<file path="src/rtl/gsl_pkg.sv">
package gsl_pkg;

  typedef enum logic [1:0] {
    LC_ON_WRITE     = 2'b00,
    LC_AT_ZERO      = 2'b01,
    LC_ZERO_OR_TURN = 2'b10,
    LC_AT_PERIOD    = 2'b11
  } lc_mode_e;

  typedef enum logic [1:0] {
    GRP_SOLO   = 2'b00,
    GRP_PAIR   = 2'b01,
    GRP_TRIPLE = 2'b10,
    GRP_ALL    = 2'b11
  } grp_mode_e;

  // Index of the channel whose load condition governs channel idx.
  function automatic int leader_of(input int idx, input grp_mode_e g);
    case (g)
      GRP_PAIR:   return (idx == 0) ? 0 : ((idx - 1) / 2) * 2 + 1;
      GRP_TRIPLE: return (idx == 0) ? 0 : ((idx - 1) / 3) * 3 + 1;
      GRP_ALL:    return 1;
      default:    return idx;
    endcase
  endfunction

endpackage

</file>
<file path="src/rtl/gsl_hold_bank.sv">
module gsl_hold_bank #(
  parameter int N = 7,
  parameter int W = 16
) (
  input  logic           clk,
  input  logic           rst,
  input  logic [N-1:0]   we,
  input  logic [N*W-1:0] wdata,
  input  logic [N-1:0]   consume,
  output logic [N*W-1:0] next_val,
  output logic [N-1:0]   ready
);

  for (genvar g = 0; g < N; g++) begin : g_ch
    logic [W-1:0] held_q;
    logic         pend_q;

    always_ff @(posedge clk) begin
      if (rst) begin
        held_q <= '0;
        pend_q <= 1'b0;
      end else begin
        if (we[g]) held_q <= wdata[g*W +: W];
        pend_q <= ready[g] & ~consume[g];
      end
    end

    assign ready[g]          = pend_q | we[g];
    assign next_val[g*W +: W] = we[g] ? wdata[g*W +: W] : held_q;
  end

endmodule

</file>
<file path="src/rtl/gsl_trig_decode.sv">
module gsl_trig_decode
  import gsl_pkg::*;
#(
  parameter int N = 7
) (
  input  logic [2*N-1:0] load_cond,
  input  logic           ud_mode,
  input  logic           evt_zero,
  input  logic           evt_period,
  output logic [N-1:0]   trig
);

  for (genvar g = 0; g < N; g++) begin : g_ch
    lc_mode_e mode;
    assign mode = lc_mode_e'(load_cond[2*g +: 2]);

    always_comb begin
      case (mode)
        LC_ON_WRITE:     trig[g] = 1'b1;
        LC_AT_ZERO:      trig[g] = evt_zero;
        LC_ZERO_OR_TURN: trig[g] = evt_zero | (ud_mode & evt_period);
        default:         trig[g] = evt_period;
      endcase
    end
  end

endmodule

</file>
<file path="src/rtl/gsl_group_resolve.sv">
module gsl_group_resolve
  import gsl_pkg::*;
#(
  parameter int N = 7
) (
  input  grp_mode_e    grp,
  input  logic [N-1:0] trig,
  input  logic [N-1:0] ready,
  output logic [N-1:0] fire
);

  for (genvar gi = 0; gi < N; gi++) begin : g_row
    logic [N-1:0] same_set;
    logic [N-1:0] is_lead;

    for (genvar gj = 0; gj < N; gj++) begin : g_col
      assign same_set[gj] = (leader_of(gi, grp) == leader_of(gj, grp));
      assign is_lead[gj]  = (gj == leader_of(gi, grp));
    end

    assign fire[gi] = (|(is_lead & trig)) & (&(~same_set | ready));
  end

endmodule

</file>
<file path="src/rtl/gsl_active_bank.sv">
module gsl_active_bank #(
  parameter int N = 7,
  parameter int W = 16
) (
  input  logic           clk,
  input  logic           rst,
  input  logic [N-1:0]   fire,
  input  logic [N*W-1:0] next_val,
  output logic [N*W-1:0] active
);

  for (genvar g = 0; g < N; g++) begin : g_ch
    always_ff @(posedge clk) begin
      if (rst)          active[g*W +: W] <= '0;
      else if (fire[g]) active[g*W +: W] <= next_val[g*W +: W];
    end
  end

endmodule

</file>
<file path="src/rtl/gsl_loader.sv">
module gsl_loader
  import gsl_pkg::*;
#(
  parameter int N = 7,
  parameter int W = 16
) (
  input  logic           clk,
  input  logic           rst,
  input  logic [N-1:0]   cmp_we,
  input  logic [N*W-1:0] cmp_wdata,
  input  logic [2*N-1:0] load_cond,
  input  logic           grp_we,
  input  logic [1:0]     grp_wdata,
  input  logic           ud_mode,
  input  logic           evt_zero,
  input  logic           evt_period,
  output logic [N*W-1:0] latch_out
);

  grp_mode_e      grp_q;
  logic [N-1:0]   trig;
  logic [N-1:0]   ready;
  logic [N-1:0]   fire;
  logic [N*W-1:0] next_val;

  always_ff @(posedge clk) begin
    if (rst)         grp_q <= GRP_SOLO;
    else if (grp_we) grp_q <= grp_mode_e'(grp_wdata);
  end

  gsl_hold_bank #(.N(N), .W(W)) u_hold (
    .clk(clk), .rst(rst), .we(cmp_we), .wdata(cmp_wdata),
    .consume(fire), .next_val(next_val), .ready(ready)
  );

  gsl_trig_decode #(.N(N)) u_trig (
    .load_cond(load_cond), .ud_mode(ud_mode), .evt_zero(evt_zero),
    .evt_period(evt_period), .trig(trig)
  );

  gsl_group_resolve #(.N(N)) u_resolve (
    .grp(grp_q), .trig(trig), .ready(ready), .fire(fire)
  );

  gsl_active_bank #(.N(N), .W(W)) u_active (
    .clk(clk), .rst(rst), .fire(fire), .next_val(next_val), .active(latch_out)
  );

endmodule

</file>
<file path="config.mk">
export PLATFORM = sky130hd
export DESIGN_NAME = gsl_loader
export DESIGN_NICKNAME = d
export VERILOG_FILES = /design/src/rtl/gsl_pkg.sv /design/src/rtl/gsl_hold_bank.sv /design/src/rtl/gsl_trig_decode.sv /design/src/rtl/gsl_group_resolve.sv /design/src/rtl/gsl_active_bank.sv /design/src/rtl/gsl_loader.sv
export SDC_FILE = /design/constraint.sdc
export NUM_CORES = 1
export LEC_CHECK = 0
export CORE_UTILIZATION = 49
export CTS_CLUSTER_DIAMETER = 30
export DETAILED_ROUTE_END_ITERATION = 16
export GPL_ROUTABILITY_DRIVEN = 1
export GPL_TIMING_DRIVEN = 0
export PLACE_DENSITY = 0.81
export SLEW_MARGIN = 0
export SYNTH_ARGS = -nofsm -noshare
export SYNTH_HDL_FRONTEND = slang
export SYNTH_SLANG_ARGS = --single-unit
</file>
<file path="constraint.sdc">
create_clock -name clk -period 3 [get_ports clk]
set_input_delay 0.75 -clock clk [delete_from_list [all_inputs] [get_ports clk]]
set_output_delay 0.75 -clock clk [all_outputs]
set_load 0.01 [all_outputs]
</file>
==> run_results.csv <==
group,metric,value,unit
timing,setup_viol,0,
route,routedWlPerCell,17.2,um
critical_path,crit_required,3.40,ns
logic_synthesis,async_flop_share,0,%
power,p_leak,5.95,nW
placed_design,gp_congestion,0.868,
timing,rsz0062_at_grt,"false",
critical_path,startpoint,"evt_zero",
clock_tree,cts_sinks,233,
clock_tree,clk_pin_slew_worst_paths,0.04,ns
logic_synthesis,synth_cell_types,55,
flow_run,cap_violations,0,
clock_tree,post-cts-setup-buffers,0,
timing,final_max_slew_viol_count,0,
route,via_per_inst,5.20,
grt,grt_start_max_net_pins,12,
die,die_w,142,um
logic_synthesis,synth_edf_count,0,
clock_tree,postCtsHoldBufs,0,
clock_tree,cts_tree,"yes",
critical_path,critPathKind,"input port to flop",
critical_path,cp_max_fo,10,
clock_tree,clockBufferDepth,3,
grt,track_usage,25.3,%
die,core-area,18900,um2
critical_path,worstSetupStartpointType,"input port",
logic_synthesis,synth_nets,1054,
timing,final_hold_viol_count,0,
clock_tree,cts_max_level,2,
critical_path,r2r_setup_slack,0.61,ns
layout,drive_gt1_share,16.4,%
die,fp-row-count,50,
logic_synthesis,synth_top_area_cell,"dfxtp_1",
timing,tightestPinTransition,0.835,ns
placed_design,port_buffers,244,
grt,antenna_found_initial,0,
grt,overflow,0,
route,drcViolationCount,0,
critical_path,r2r-start,"grp_q[1]",
route,drt_wl_total,25800,um
clock_tree,clock_latency,0.52,ns
clock_tree,clk_root_buffer_cell,"clkbuf_16",
hold_path,hold_class,"flop to flop",
placed_design,post-dp-hpwl,17400,um
grt,grt_pass1_wl,40300,um
die,die-height,142,um
layout,antenna_cells,0,
timing,setup_tns,0,ns
timing,relSlewSlack,44.3,%
logic_synthesis,yosys_warnings,0,
logic_synthesis,avgSynthCellArea,10.5,um2
layout,multi_input_area,4500,um2
layout,syn_to_final_growth,46.5,%
route,vias,7822,
timing,setup_ws,0.224,ns
power,ir_worst_vdd,0.528,mV
die,initial_core_util,50.6,%
timing,finalCriticalPeriod,2.78,ns
layout,nets,1347,
timing,skew,0.0159,ns
die,die_area,20100,um2
route,dr.pass1.iters,5,
layout,fillers,1312,
clock_tree,cts_buffers,47,
logic_synthesis,synthCells,913,
clock_tree,cts_resized,0,
route,ant_nets,0,
logic_synthesis,synth-seq-area-share,48.7,%
placed_design,pre_cts_slack,-0.285,ns
logic_synthesis,synth_area_leaders,"dfxtp_1 49%, mux2i_1 12%, mux2_2 5.8%",
timing,timing.fmax,360,MHz
hold_path,hp-start,"u_active.active[3]",
logic_synthesis,synth_top_area_share,48.7,%
die,io_pins,253,
layout,seqCellArea,4660,um2
timing,period_share,92.5,%
power,cellPowerDensity,729,nW/um2
critical_path,arrival,3.18,ns
logic_synthesis,synth_area,9570,um2
critical_path,end_kind,"flop",
logic_synthesis,ys_ff_latch,233,
logic_synthesis,ys.flop_type,"dfxtp_1",
grt,grt_pass1_vias,7962,
run_status,status,"completed",
route,initialDrtViolationCount,327,
## power breakdown
group / switching, mW / internal [mW] / total [mW]
combinational: 0.611 / 0.730 / 1.34
clock: 1.63 / 3.83 / 5.45
sequential: 0.0926 / 3.33 / 3.43
total: 2.33 / 7.89 / 10.2
## flip-flops by register name, indices dropped and copies added (netlist names)
register / count
u_hold.g_ch.pend_q: 7
u_hold.g_ch.held_q: 112
u_active.active: 112
grp_q: 2
## cells in the mapped netlist, types with 3 or more instances
| cell | number |
|---|---|
| mux2_1 | 13 |
| inv_1 | 18 |
| nand2_1 | 3 |
| buf_1 | 14 |
| clkbuf_1 | 25 |
| a221oi_1 | 19 |
| nor3_1 | 39 |
| o31ai_1 | 17 |
| buf_4 | 5 |
| o22ai_1 | 3 |
| a21oi_1 | 21 |
| buf_2 | 16 |
| nor2b_1 | 83 |
| buf_6 | 5 |
| o22a_1 | 16 |
| mux2i_1 | 117 |
| dfxtp_1 | 233 |
| nor2_1 | 113 |
| or2_2 | 19 |
| mux2_2 | 49 |
| o21ai_0 | 11 |
| mux2_4 | 18 |
| nand2b_1 | 18 |
## layer usage
metal,vias up,part of all wire [%],track usage [%]
li1,3779,-,-
met5,-,0,0
met1,3656,41,29.2
met2,319,48,43.1
met3,68,8.3,8.13
met4,0,3.0,10.5
## kinds of logic after synthesis
kind of cell	Yosys count	synth area share, %
AND/OR/NAND/NOR	289	15.7
flip-flops	233	48.7
AO/OA/AOI/OAI	109	8.73
multiplexers	198	22.6
buffers and inverters	84	4.26
## layout make-up
type	instances	area share, %
repair buffers	244	17.4
plain buffers	66	2.43
clock inverters	26	2.64
multi-input cells	596	32.1
inverters	18	0.482
clock buffers	60	9.33
well taps	260	2.32
flip-flops and latches	233	33.3
## layout by cell type, fill, tap and decap left out, types with 9 or more instances in the layout
master / count
clkdlybuf4s50_1: 244
dfxtp_1: 233
mux2i_1: 117
nor2_1: 113
nor2b_1: 83
mux2_2: 49
clkbuf_16: 49
nor3_1: 39
clkbuf_1: 32
a21oi_1: 21
or2_2: 19
a221oi_1: 19
inv_1: 18
nand2b_1: 18
mux2_4: 18
o31ai_1: 17
buf_2: 16
o22a_1: 16
buf_1: 14
mux2_1: 13
clkinv_2: 12
o21ai_0: 11
bufinv_16: 9
## final timing paths
kind	endpoint	cells after the start
max	u_active.active[46]	8
min	u_active.active[3]	1
max reg2reg	u_active.active[55]	8
min reg2reg	u_active.active[3]	1
## through the flow
step	cell area, um2	std cells	power [mW]	util, %	hold slack (ns)
after floorplan	9570	913	4.19	-	0.462
after global placement	12300	1417	4.78	65.3	0.464
after detailed placement	12300	1417	4.81	65.3	0.470
after CTS	14000	1503	10.3	74.2	0.479
after global routing	14000	1503	10.6	74.2	0.496
final	14000	1503	10.2	74.2	0.479
## critical path: stages
cell and delay, ns:
clkdlybuf4s50_1 0.58, buf_6 0.19, mux2i_4 0.09, a221oi_4 0.29
nand3b_2 0.15, a211oi_4 0.58, buf_12 0.23, mux2_4 0.30
Power figures use the tool's default switching activity.
